--- src/rtl/bwm_pkg.sv ---
// Package: shared constants for the banked window mapper.
// Assumes a CPU address of 16 bits split into a page field and an 8 KB offset.
package bwm_pkg;
    localparam int              CPU_AW    = 16;       // CPU address width
    localparam int              DATA_W    = 8;        // CPU data width
    localparam int              BANK_W    = 6;        // bank latch width (64 frames)
    localparam int              OFS_W     = 13;       // offset bits inside an 8 KB window
    localparam int              NUM_WIN   = 2;        // number of windows
    localparam logic [15:0]     IO_BASE   = 16'hFC30; // first bank latch I/O address
    localparam logic [2:0]      WIN_PAGE0 = 3'd5;     // page of the first window (0xA000)
endpackage

--- src/rtl/bwm_decode.sv ---
// Module: bwm_decode
// Decodes the CPU address into per-window hits, a binary window index and
// per-latch I/O read and write strobes. Purely combinational.
// Assumes windows occupy consecutive pages starting at WIN_PAGE0 and latches
// occupy consecutive I/O addresses starting at IO_BASE.
module bwm_decode #(
    parameter int                    CPU_AW    = 16,
    parameter int                    OFS_W     = 13,
    parameter int                    NUM_WIN   = 2,
    parameter int                    SEL_W     = 1,
    parameter logic [CPU_AW-1:0]     IO_BASE   = 16'hFC30,
    parameter logic [CPU_AW-OFS_W-1:0] WIN_PAGE0 = 3'd5
) (
    input  logic [CPU_AW-1:0]  addr,
    input  logic               rnw,
    input  logic               vma,
    output logic [NUM_WIN-1:0] win_hit,
    output logic [SEL_W-1:0]   win_idx,
    output logic [NUM_WIN-1:0] io_wr,
    output logic [NUM_WIN-1:0] io_rd
);
    localparam int PAGE_W = CPU_AW - OFS_W;

    logic [PAGE_W-1:0] page;
    assign page = addr[CPU_AW-1:OFS_W];

    for (genvar i = 0; i < NUM_WIN; i++) begin : g_win
        localparam logic [PAGE_W-1:0] PG   = WIN_PAGE0 + PAGE_W'(i);
        localparam logic [CPU_AW-1:0] IO_A = IO_BASE + CPU_AW'(i);
        // Window i hit: qualified access in its page
        assign win_hit[i] = vma && (page == PG);
        // Latch i write strobe: qualified write at its I/O address
        assign io_wr[i]   = vma && !rnw && (addr == IO_A);
        // Latch i read strobe: qualified read at its I/O address
        assign io_rd[i]   = vma && rnw && (addr == IO_A);
    end

    // Encode the one-hot window hit into a binary index
    always_comb begin
        win_idx = '0;
        for (int i = 0; i < NUM_WIN; i++) begin
            if (win_hit[i]) win_idx = SEL_W'(i);
        end
    end
endmodule

--- src/rtl/bwm_bank_latch.sv ---
// Module: bwm_bank_latch
// One writable bank register. Loads the low BANK_W bits of the write data on a
// write strobe and clears on synchronous active-low reset.
// Assumes DATA_W >= BANK_W.
module bwm_bank_latch #(
    parameter int BANK_W = 6,
    parameter int DATA_W = 8
) (
    input  logic              clk,
    input  logic              rst_n,
    input  logic              wr_en,
    input  logic [DATA_W-1:0] wdata,
    output logic [BANK_W-1:0] q
);
    // Hold or load the frame number
    always_ff @(posedge clk) begin
        if (!rst_n)     q <= '0;
        else if (wr_en) q <= wdata[BANK_W-1:0];
    end
endmodule

--- src/rtl/bwm_compose.sv ---
// Module: bwm_compose
// Builds the physical SRAM address from the window index, that window's bank
// latch and the CPU offset, and drives the chip enable and SRAM read select.
// Assumes at most one window hit at a time (windows do not overlap).
module bwm_compose #(
    parameter int NUM_WIN = 2,
    parameter int SEL_W   = 1,
    parameter int BANK_W  = 6,
    parameter int OFS_W   = 13,
    parameter int PHYS_W  = 20
) (
    input  logic [NUM_WIN-1:0]        win_hit,
    input  logic [SEL_W-1:0]          win_idx,
    input  logic [NUM_WIN*BANK_W-1:0] bank_flat,
    input  logic [OFS_W-1:0]          offset,
    input  logic                      rnw,
    output logic [PHYS_W-1:0]         sram_addr,
    output logic                      sram_ce_n,
    output logic                      sram_hit
);
    logic              any_hit;
    logic [BANK_W-1:0] sel_bank;

    assign any_hit = |win_hit;

    // Pick the bank latch belonging to the hit window
    always_comb begin
        sel_bank = '0;
        for (int i = 0; i < NUM_WIN; i++) begin
            if (win_idx == SEL_W'(i)) sel_bank = bank_flat[i*BANK_W +: BANK_W];
        end
    end

    // Concatenate half select, frame and offset; zero when not selected
    always_comb begin
        if (any_hit) sram_addr = {win_idx, sel_bank, offset};
        else         sram_addr = '0;
    end

    // Chip enable and read-mux select
    assign sram_ce_n = !any_hit;
    assign sram_hit  = any_hit && rnw;
endmodule

--- src/rtl/bwm_readback.sv ---
// Module: bwm_readback
// Returns the addressed bank latch, zero-extended, on a qualified I/O read and
// zero otherwise. Assumes at most one read strobe is high.
module bwm_readback #(
    parameter int NUM_WIN = 2,
    parameter int BANK_W  = 6,
    parameter int DATA_W  = 8
) (
    input  logic [NUM_WIN-1:0]        io_rd,
    input  logic [NUM_WIN*BANK_W-1:0] bank_flat,
    output logic [DATA_W-1:0]         rdata,
    output logic                      hit
);
    // OR together the strobed latches, upper bits zero
    always_comb begin
        rdata = '0;
        for (int i = 0; i < NUM_WIN; i++) begin
            if (io_rd[i]) rdata = rdata | DATA_W'(bank_flat[i*BANK_W +: BANK_W]);
        end
    end

    assign hit = |io_rd;
endmodule

--- src/rtl/bwm_top.sv ---
// Module: bwm_top
// Banked memory window mapper: two CPU windows, each with a writable frame
// latch in I/O space, mapped onto separate halves of a 1 MB external SRAM.
// Assumes NUM_WIN >= 2 and DATA_W >= BANK_W; synchronous active-low reset.
module bwm_top #(
    parameter int                      CPU_AW    = bwm_pkg::CPU_AW,
    parameter int                      DATA_W    = bwm_pkg::DATA_W,
    parameter int                      BANK_W    = bwm_pkg::BANK_W,
    parameter int                      OFS_W     = bwm_pkg::OFS_W,
    parameter int                      NUM_WIN   = bwm_pkg::NUM_WIN,
    parameter logic [CPU_AW-1:0]       IO_BASE   = bwm_pkg::IO_BASE,
    parameter logic [CPU_AW-OFS_W-1:0] WIN_PAGE0 = bwm_pkg::WIN_PAGE0,
    parameter int                      PHYS_W    = $clog2(NUM_WIN) + BANK_W + OFS_W
) (
    input  logic              clk,
    input  logic              rst_n,
    input  logic [CPU_AW-1:0] cpu_addr,
    input  logic              cpu_rnw,
    input  logic              cpu_vma,
    input  logic [DATA_W-1:0] cpu_wdata,
    output logic [DATA_W-1:0] reg_rdata,
    output logic              reg_hit,
    output logic [PHYS_W-1:0] sram_addr,
    output logic              sram_ce_n,
    output logic              sram_hit
);
    localparam int SEL_W = PHYS_W - BANK_W - OFS_W;

    logic [NUM_WIN-1:0]        win_hit;
    logic [SEL_W-1:0]          win_idx;
    logic [NUM_WIN-1:0]        io_wr;
    logic [NUM_WIN-1:0]        io_rd;
    logic [NUM_WIN*BANK_W-1:0] bank_flat;

    bwm_decode #(
        .CPU_AW(CPU_AW), .OFS_W(OFS_W), .NUM_WIN(NUM_WIN), .SEL_W(SEL_W),
        .IO_BASE(IO_BASE), .WIN_PAGE0(WIN_PAGE0)
    ) u_dec (
        .addr(cpu_addr), .rnw(cpu_rnw), .vma(cpu_vma),
        .win_hit(win_hit), .win_idx(win_idx), .io_wr(io_wr), .io_rd(io_rd)
    );

    for (genvar i = 0; i < NUM_WIN; i++) begin : g_bank
        bwm_bank_latch #(.BANK_W(BANK_W), .DATA_W(DATA_W)) u_latch (
            .clk(clk), .rst_n(rst_n), .wr_en(io_wr[i]), .wdata(cpu_wdata),
            .q(bank_flat[i*BANK_W +: BANK_W])
        );
    end

    bwm_compose #(
        .NUM_WIN(NUM_WIN), .SEL_W(SEL_W), .BANK_W(BANK_W),
        .OFS_W(OFS_W), .PHYS_W(PHYS_W)
    ) u_cmp (
        .win_hit(win_hit), .win_idx(win_idx), .bank_flat(bank_flat),
        .offset(cpu_addr[OFS_W-1:0]), .rnw(cpu_rnw),
        .sram_addr(sram_addr), .sram_ce_n(sram_ce_n), .sram_hit(sram_hit)
    );

    bwm_readback #(.NUM_WIN(NUM_WIN), .BANK_W(BANK_W), .DATA_W(DATA_W)) u_rb (
        .io_rd(io_rd), .bank_flat(bank_flat), .rdata(reg_rdata), .hit(reg_hit)
    );
endmodule

--- config.mk ---
export PLATFORM = sky130hd
export DESIGN_NAME = bwm_top
export DESIGN_NICKNAME = d
export VERILOG_FILES = /design/src/rtl/bwm_pkg.sv /design/src/rtl/bwm_decode.sv /design/src/rtl/bwm_bank_latch.sv /design/src/rtl/bwm_compose.sv /design/src/rtl/bwm_readback.sv /design/src/rtl/bwm_top.sv
export SDC_FILE = /design/constraint.sdc
export NUM_CORES = 1
export LEC_CHECK = 0
export ABC_AREA = 0
export BUFFER_PORTS_ARGS = -buffer_cell sky130_fd_sc_hd__buf_2
export CORE_MARGIN = 2
export CORE_UTILIZATION = 41
export CTS_CLUSTER_SIZE = 30
export DETAILED_ROUTE_END_ITERATION = 10
export PLACE_DENSITY = 0.83
export SLEW_MARGIN = 25
export SYNTH_ARGS = -nofsm -noshare
export SYNTH_HDL_FRONTEND = slang
export SYNTH_HIERARCHICAL = 1
export SYNTH_SLANG_ARGS = --single-unit
export TNS_END_PERCENT = 100
--- constraint.sdc ---
create_clock -name clk -period 2.2 [get_ports clk]
set_clock_uncertainty 0.2 [all_clocks]
set_input_delay 0.44 -clock clk [delete_from_list [all_inputs] [get_ports clk]]
set_output_delay 0.44 -clock clk [all_outputs]
set_load 0.02 [all_outputs]
==> metrics.cfg, run 1 <==
[outcome]
status=finished with violations
violations=negative setup slack

[pwr]
power_frac_seq_pct=49.0
power_density_nw_per_um2=334
p_clk_share_pct=28.4
switchingPower_mw=0.114
swShare_pct=25.7
irDropWorstVdd_v=0.000380
p_int_mw=0.329
leakagePower_nw=0.589
combPwrFrac_pct=22.6

[layout]
top_register=g_bank.u_latch/q
largest_reg_flops=12
register_area_um2=240
final_cell_mix=45 x buf_2, 18 x mux2i_1, 18 x nor2b_1, 12 x dfxtp_1, 9 x nor2b_2
multi_input_area_um2=603
top_regs=g_bank.u_latch/q: 12 flops
syn_to_final_growth_pct=47.4
drive_gt1_share_pct=52.9
layout_commonest_cell=buf_2
n_antenna_cell=0
postLayoutCellArea_um2=1330
nets=183
n_fill_cell=187

[clock_network]
cts.htree.levels=1
clock_latency_ps=270
cts_buffers=3
tritoncts=done
clk_path_buf_depth=2
clock_sinks=12
clock-root-buffer=clkbuf_4
path_clk_slew_ps=60
holdBufCountCts=0

[yosys]
synth_top_area_share_pct=26.7
synthArstFlopShare_pct=0
ys_seq_area_share_pct=26.7
ys.flop_type=dfxtp_1
synthTopCellsByArea=dfxtp_1 27%, mux2i_1 20%, nor2b_1 13%
yosysUniqueCellTypes=21
synth-warning-count=6
synth_enable_flop_cells=0
yosysTopAreaCell=dfxtp_1
syn_inst=94
synth.ff_latch_count=12
syn_area_um2=900
avgSynthCellArea_um2=9.57

[placed_design]
hpwl_um=1880
placed_area_um2=1240
gp_congestion=0.685
io_buffer_count=54

[setup_path]
worstSetupPathType=input port to output pin
start_kind=input port
startpoint=cpu_addr[1]
required_ps=1560
cp.arrival_ps=1750
worstSetupEndpointType=output pin
worstReg2RegStart=g_bank[1].u_latch/q[0]$_SDFFE_PN0P_
crit_path_max_fanout=7

[global_routing]
grt_max_degree=19
grtUsageTotal_pct=19.8
grt_pass1_vias=851
grt-ovfl-total=0
antenna_found_initial=0
grt_pass1_wl_um=3900

[floorplan]
core_area_um2=2020
die_x_um=50.8
initial_core_util_pct=44.5
io_pins=59
rows=16
die-area_um2=2580
die_height_um=50.8

[timing]
setup_slack_ps=-194
fmax_ghz=0.418
rsz0062_at_grt=yes
setup_viol=7
min_period_ps=2390
fin_crit_sh_pct=109
tns_ps=-1180
finalHoldViolations=0
final_max_slew_viol_count=0

[detailed_routing]
vias=896
first_pass_iters=4
drt_wl_total_um=2350
vias_per_cell=4.98
drt-initial-drc-count=13
routedWlPerCell_um=13.1
postRouteAntennaNets=0
drcViolationCount=0

[run]
maxCapViolCount=0

[min_path]
hold_path_startpoint=cpu_wdata[2]
min_path_type=input port to flip-flop

[logic make-up (layout without fill, tap and decap cells)]
group                  after synthesis  after routing  synth area share (%)
other                                1              2                 0.417
and+or+nand+nor                     48             48                  37.8
buffers and inverters                9             67                  9.18
muxes                               18             18                  20.0
DFF                                 12             12                  26.7
AOI/OAI and AO/OA                    6              6                  5.84
[stage by stage]
step | power (mW) | hold slack [ps] | instances | worst slack, ps | utilization, %
floorplan | 0.274 | 306 | 95 | 13.7 | -
global placement | 0.316 | 320 | 177 | -216 | 61.5
detailed placement | 0.319 | 336 | 177 | -244 | 61.5
CTS | 0.447 | 255 | 180 | -201 | 65.2
global route | 0.465 | 269 | 180 | -249 | 65.6
finish | 0.443 | 256 | 180 | -194 | 65.6
[synthesized netlist by cell type, types with 2 or more instances]
library cell,number
nor2b_1,18
and4b_1,2
a22o_1,6
nor4b_2,2
mux2i_1,18
nor2b_2,9
nor4_1,2
buf_4,3
dfxtp_1,12
buf_6,5
nor2_1,7
[path summary, 6_finish.rpt]
| check | to | slack, ps | cells past startpoint |
|---|---|---|---|
| max | reg_rdata[3] | -190 | 7 |
| min | g_bank[1].u_latch/q[2]$_SDFFE_PN0P_ | 260 | 3 |
| max reg2reg | g_bank[1].u_latch/q[0]$_SDFFE_PN0P_ | 1350 | 2 |
| min reg2reg | g_bank[0].u_latch/q[1]$_SDFFE_PN0P_ | 340 | 2 |
[repair_timing]
action                     4_1_cts  5_1_grt
setup endpoints to repair        7       20
gates resized for setup         17        2
buffers inserted                 0        0
pin swaps                        3        4
[critical path, stage by stage]
cell and delay [ps]:
buf_8 100, nor4b_4 290, nand4_2 190, nor4b_4 240, buf_4 190, a22o_1 180
buf_6 130
[metal layers]
| metal | vias to the layer above | wire length, um | global-route usage (%) |
|---|---|---|---|
| li1 | 440 | - | - |
| met3 | 3 | 232 | 3.22 |
| met4 | 0 | 27 | 6.31 |
| met2 | 55 | 1180 | 37.7 |
| met5 | - | 0 | 0 |
| met1 | 398 | 909 | 22.2 |
[cell type report]
type | count | share of cell area [%]
tap | 27 | 2.55
clock buffer | 3 | 1.70
sequential | 12 | 18.1
multi-input combinational | 74 | 45.5
timing repair buffer | 63 | 31.9
inverter | 1 | 0.283
[power by group through the flow]
stage	Clock [mW]	Combinational, mW	Sequential (mW)
global placement	0	0.0938	0.222
CTS	0.130	0.0997	0.217
global route	0.141	0.108	0.217
detailed placement	0	0.0972	0.222
finish	0.126	0.100	0.217
floorplan	0	0.0521	0.222
Power figures use the tool's default switching activity.
==> inputs of run 2 (changes only) <==
--- a/config.mk
+++ b/config.mk
@@ -12,6 +12,7 @@
 export CTS_CLUSTER_SIZE = 30
 export DETAILED_ROUTE_END_ITERATION = 10
 export PLACE_DENSITY = 0.83
+export SETUP_SLACK_MARGIN = 0.4
 export SLEW_MARGIN = 25
 export SYNTH_ARGS = -nofsm -noshare
 export SYNTH_HDL_FRONTEND = slang
==> constraint.sdc (replaced) <==
create_clock -name clk -period 2.2 [get_ports clk]
set_clock_uncertainty 0.2 [all_clocks]
set_input_delay 0.22 -clock clk [delete_from_list [all_inputs] [get_ports clk]]
set_output_delay 0.22 -clock clk [all_outputs]
set_load 0.02 [all_outputs]
==> run 2 against run 1 <==
Against the previous run: the flow now finishes without violations; clock power barely moved; register-to-register slack hardly changed; worst hold slack worse by 220 ps; largest cell class unchanged; worst setup slack gained 470 ps.
==> metrics.cfg, run 2 (synthesized netlist as in run 1, its figures left out) <==
[global_routing]
grt_max_degree=19  ; unchanged
grt_pass1_vias=829  ; -2.6%
grt_pass1_wl_um=3710  ; -4.8%
grtUsageTotal_pct=19.1  ; -0.68 points
antenna_found_initial=0  ; unchanged
grt-ovfl-total=0  ; unchanged

[clock_network]
cts.htree.levels=1  ; unchanged
clock_latency_ps=260  ; about the same
holdBufCountCts=0  ; unchanged
clock-root-buffer=clkbuf_4
path_clk_slew_ps=70  ; about the same
tritoncts=done
cts_buffers=3  ; unchanged
clock_sinks=12  ; unchanged
clk_path_buf_depth=2  ; unchanged

[pwr]
irDropWorstVdd_v=0.000425  ; +12%
leakagePower_nw=0.592  ; +0.45%
p_total_mw=0.441  ; -0.47%
power_density_nw_per_um2=333  ; -0.28%

[placed_design]
io_buffer_count=54  ; unchanged
dp_slack_ps=120  ; +364 ps
hpwl_um=1730  ; -7.9%
gp_congestion=0.661  ; -3.6%

[floorplan]
core_area_um2=2020  ; unchanged
rows=16  ; unchanged
initial_core_util_pct=44.5  ; unchanged
die_height_um=50.8  ; unchanged
die_x_um=50.8  ; unchanged
io_pins=59  ; unchanged
die-area_um2=2580  ; unchanged

[setup_path]
crit_buf_inv=4  ; +1
worstSetupPathType=input port to output pin
start_kind=input port
crit_path_frequent_cell=buf_6
critPathTopFamily=simple AND/OR/NAND/NOR gates
required_ps=1780  ; +220 ps
worstSetupEndpointType=output pin
crit_chain=buf_8, nor4b_4, nand4_2, buf_6, nor3_4, buf_6, a22o_1, buf_6
cp.arrival_ps=1500  ; -250 ps
critPathSlowestCell=nor4b_4
max_stage_delay_ps=290  ; about the same
crit_path_max_fanout=7  ; unchanged

[layout]
top_register=g_bank.u_latch/q
n_antenna_cell=0  ; unchanged
largest_reg_flops=12  ; unchanged
final_cell_mix=45 x buf_2, 18 x mux2i_1, 18 x nor2b_1, 12 x dfxtp_1, 11 x buf_6
layout_commonest_cell=buf_2
drive_gt1_share_pct=52.6  ; -0.31 points
syn_to_final_growth_pct=47.1
nets=182  ; -0.55%
top_regs=g_bank.u_latch/q: 12 flops

[min_path]
min_path_type=input port to flip-flop

[timing]
final_max_slew_viol_count=0  ; unchanged
fmax_ghz=0.520  ; +25%
setup_viol=0  ; -7
whs_ps=34.8  ; -221 ps
rsz0062_at_grt=yes
setup_slack_ps=278  ; +472 ps
finalHoldViolations=0  ; unchanged
fin_crit_sh_pct=87.4  ; -21 points
min_period_ps=1920  ; -472 ps
tns_ps=0  ; +1180 ps

[detailed_routing]
drcViolationCount=0  ; unchanged
drt_wl_total_um=2330  ; -1.1%
drt-initial-drc-count=6  ; -7
vias_per_cell=5.19  ; +4.3%
first_pass_iters=4  ; unchanged
postRouteAntennaNets=0  ; unchanged
vias=929  ; +3.7%
routedWlPerCell_um=13.0  ; -0.59%

[run]
maxCapViolCount=0  ; unchanged

[outcome]
status=complete, no violations

run 2: cell count changes in the layout (fill, tap and decap cells not counted):
cell	previous run	this run
buf_4	7	4
buf_12	2	1
nor3_4	0	1
buf_6	8	11
nor3_2	2	1
run 2: worst min-delay path, stage by stage:
cell and delay [ps]:
buf_2 90, mux2i_1 60, nor2b_1 90
run 2: per-stage QoR:
stage          utilization [%]  cells  area [um^2]
6_report                  65.5    179         1320
2_1_floorplan                -     95          917
3_3_place_gp              59.7    175         1210
4_1_cts                   64.4    179         1300
3_5_place_dp              59.7    175         1210
5_1_grt                   65.5    179         1320
run 2: cell type report:
type | instances | area, um^2
inverter | 1 | 3.75
clock buffer | 3 | 22.5
timing repair buffer | 62 | 414
multi-input combinational | 74 | 609
sequential | 12 | 240
tap | 27 | 33.8
fill | 174 | 698
run 2: timing repair:
item	CTS	global route
gates resized for setup	17	5
gates cloned	0	0
pin swaps	8	6
setup endpoints to repair	7	19
buffers inserted	1	0
run 2: layer usage:
metal	wire length, um	share of wire [%]	global-route usage (%)	vias to the layer above
met1	951	41	21.7	430
met2	1130	48	33.6	55
met5	0	0	0	-
met3	238	10	3.80	2
li1	-	-	-	442
met4	10	0.43	10.4	0
run 2: final timing paths:
kind                                       startpoint                                   to  slack (ps)  cells after the start
setup / recovery                          cpu_addr[3]                         reg_rdata[4]         280                      8
hold / removal                           cpu_wdata[2]  g_bank[0].u_latch/q[2]$_SDFFE_PN0P_          30                      3
setup reg to reg  g_bank[0].u_latch/q[3]$_SDFFE_PN0P_  g_bank[0].u_latch/q[3]$_SDFFE_PN0P_        1360                      2
hold reg to reg   g_bank[0].u_latch/q[2]$_SDFFE_PN0P_  g_bank[0].u_latch/q[2]$_SDFFE_PN0P_         340                      2
run 2: report_power, final:
part           internal [mW]  switching [mW]  total, mW
combinational         0.0455          0.0504     0.0959
sequential             0.217     0.000000691      0.217
clock                 0.0632          0.0648      0.128
total                  0.326           0.115      0.441
==> inputs of run 3 (changes only) <==
--- a/config.mk
+++ b/config.mk
@@ -6,14 +6,14 @@
 export NUM_CORES = 1
 export LEC_CHECK = 0
 export ABC_AREA = 0
-export BUFFER_PORTS_ARGS = -buffer_cell sky130_fd_sc_hd__buf_2
 export CORE_MARGIN = 2
-export CORE_UTILIZATION = 41
+export CORE_UTILIZATION = 60
 export CTS_CLUSTER_SIZE = 30
 export DETAILED_ROUTE_END_ITERATION = 10
-export PLACE_DENSITY = 0.83
+export DONT_BUFFER_PORTS = 1
+export PLACE_DENSITY = 0.81
 export SETUP_SLACK_MARGIN = 0.4
-export SLEW_MARGIN = 25
+export SLEW_MARGIN = 10
 export SYNTH_ARGS = -nofsm -noshare
 export SYNTH_HDL_FRONTEND = slang
 export SYNTH_HIERARCHICAL = 1
==> constraint.sdc (replaced) <==
create_clock -name clk -period 2.2 [get_ports clk]
set_clock_uncertainty 0.2 [all_clocks]
set_input_delay 0.22 -clock clk [delete_from_list [all_inputs] [get_ports clk]]
set_output_delay 0.22 -clock clk [all_outputs]
set_load 0.005 [all_outputs]
==> run 3 against run 2 <==
Against the previous run: die area decreased by 29%; register-to-register slack got worse by 40 ps; routed wire length decreased by 17%; clock power increased by 34%; maximum frequency increased by 9.5%.
==> metrics.cfg, run 3 (synthesized netlist as in run 1, its figures left out) <==
[outcome]
status=complete, no violations

[layout]
n_fill_cell=113  ; -35%
multi_input_area_um2=586  ; -3.9%
top_register=g_bank.u_latch/q
utilization_pct=73.5  ; +8.0 points
syn_to_final_growth_pct=10.3
register_area_um2=240  ; unchanged
final_cell_mix=18 x mux2i_1, 18 x nor2b_1, 12 x dfxtp_1, 9 x nor2b_2
top_regs=g_bank.u_latch/q: 12 flops
drive_gt1_share_pct=23.3  ; -29 points
n_antenna_cell=0  ; unchanged
largest_reg_flops=12  ; unchanged
nets=132  ; -27%

[timing]
rsz0062_at_grt=no
finalHoldViolations=0  ; unchanged
whs_ps=188  ; +153 ps
setup_viol=0  ; unchanged
final_max_slew_viol_count=0  ; unchanged
slew-limit-headroom_pct=61.6
setup_slack_ps=445  ; +167 ps
min_period_ps=1750  ; -167 ps
fin_crit_sh_pct=79.8  ; -7.6 points
tns_ps=0  ; unchanged
worstMarginPinSlew_ps=575
fmax_ghz=0.570  ; +9.5%

[clock_network]
clk_path_buf_depth=2  ; unchanged
clock-root-buffer=clkbuf_4
cts_buffers=3  ; unchanged
clock_latency_ps=270  ; about the same
path_clk_slew_ps=80  ; about the same
tritoncts=done
cts.htree.levels=1  ; unchanged
post_cts_buffers=0  ; -1
clock_sinks=12  ; unchanged

[placed_design]
dp_slack_ps=437  ; +317 ps
io_buffer_count=0  ; -100%
hpwl_um=1390  ; -20%
gp_congestion=0.694  ; +5.1%

[setup_path]
cp.arrival_ps=1330  ; -170 ps
crit_buf_inv=1  ; -3
start_kind=input port
max_stage_delay_ps=540  ; +250 ps
worstSetupPathType=input port to output pin
required_ps=1780  ; about the same
critPathSlowestCell=nor2_4
crit_path_max_fanout=22  ; +15
crit_chain=and4b_1, nor2_4, buf_4
critPathTopFamily=simple AND/OR/NAND/NOR gates
worstSetupEndpointType=output pin

[pwr]
power_density_nw_per_um2=441  ; +32%
leakagePower_nw=0.316  ; -47%
combPwrFrac_pct=11.0  ; -11 points
p_clk_share_pct=39.4  ; +10 points
p_total_mw=0.437  ; -0.82%
switchingPower_mw=0.0940  ; -18%
irDropWorstVdd_v=0.000351  ; -17%
power_frac_seq_pct=49.6  ; +0.4 points
p_int_mw=0.343  ; +5.4%
swShare_pct=21.5  ; -4.6 points

[detailed_routing]
drt-initial-drc-count=10  ; +4
routedWlPerCell_um=16.4  ; +26%
drcViolationCount=0  ; unchanged
postRouteAntennaNets=0  ; unchanged
vias_per_cell=6.00  ; +16%
drt_wl_total_um=1940  ; -17%
vias=708  ; -24%
first_pass_iters=4  ; unchanged

[floorplan]
die_height_um=42.7  ; -16%
rows=13  ; -3
initial_core_util_pct=66.6  ; +22 points
core_area_um2=1350  ; -33%
io_pins=59  ; unchanged
die-area_um2=1830  ; -29%
die_x_um=42.7  ; -16%

[min_path]
min_path_type=input port to flip-flop

[global_routing]
grt_pass1_wl_um=2970  ; -20%
grtUsageTotal_pct=21.5  ; +2.4 points
grt_max_degree=23  ; +4
antenna_found_initial=0  ; unchanged
grt-ovfl-total=0  ; unchanged
grt_pass1_vias=708  ; -15%

[run]
maxCapViolCount=0  ; unchanged

## run 3: cell types whose count changed in the layout (fill, tap and decap cells not counted), sizes merged
cell	before	now
dlygate4sd3	0	7
buf	62	5
clkbuf	3	4
## run 3: final cells by class
class / count / area share [%]
clock buffer: 4 / 3.66
sequential: 12 / 24.2
timing repair buffer: 12 / 10.8
inverter: 1 / 0.378
tap: 15 / 1.89
multi-input combinational: 74 / 59.0
## run 3: metal layers
metal | share of wire [%] | GRT usage [%] | vias up
met3 | 8.0 | 3.83 | 4
met5 | 0 | 0 | -
met1 | 37 | 20.9 | 333
li1 | - | - | 337
met4 | 1.1 | 13.1 | 0
met2 | 54 | 40.9 | 34
## run 3: stage by stage
step,std cells,cell area (um^2)
4_1_cts,118,987
5_1_grt,118,992
3_3_place_gp,107,881
3_5_place_dp,107,881
2_1_floorplan,95,903
6_report,118,992
## run 3: worst paths after layout
check                                      start                             endpoint  slack [ps]  cells after the start
max                                      cpu_vma                            sram_ce_n         450                      3
min                                      cpu_rnw  g_bank[1].u_latch/q[5]$_SDFFE_PN0P_         190                      4
max reg2reg  g_bank[1].u_latch/q[3]$_SDFFE_PN0P_  g_bank[1].u_latch/q[3]$_SDFFE_PN0P_        1320                      2
min reg2reg  g_bank[0].u_latch/q[2]$_SDFFE_PN0P_  g_bank[0].u_latch/q[2]$_SDFFE_PN0P_         340                      2
## run 3: power groups by stage
stage	clock network, mW	logic [mW]	registers, mW
6_report	0.172	0.0480	0.217
5_1_grt	0.187	0.0513	0.217
4_1_cts	0.180	0.0479	0.217
3_5_place_dp	0	0.0344	0.222
3_3_place_gp	0	0.0334	0.222
2_1_floorplan	0	0.0376	0.222
## run 3: worst min-delay path, cell delays in order
cell and delay [ps]:
nor4_1 30, buf_4 170, mux2i_1 150, nor2b_1 60
## run 3: repair_timing
action,in CTS,in global routing
gates resized for setup,0,1
hold endpoints to repair,12,0
hold buffers,7,0
endpoints found under the setup margin,0,2
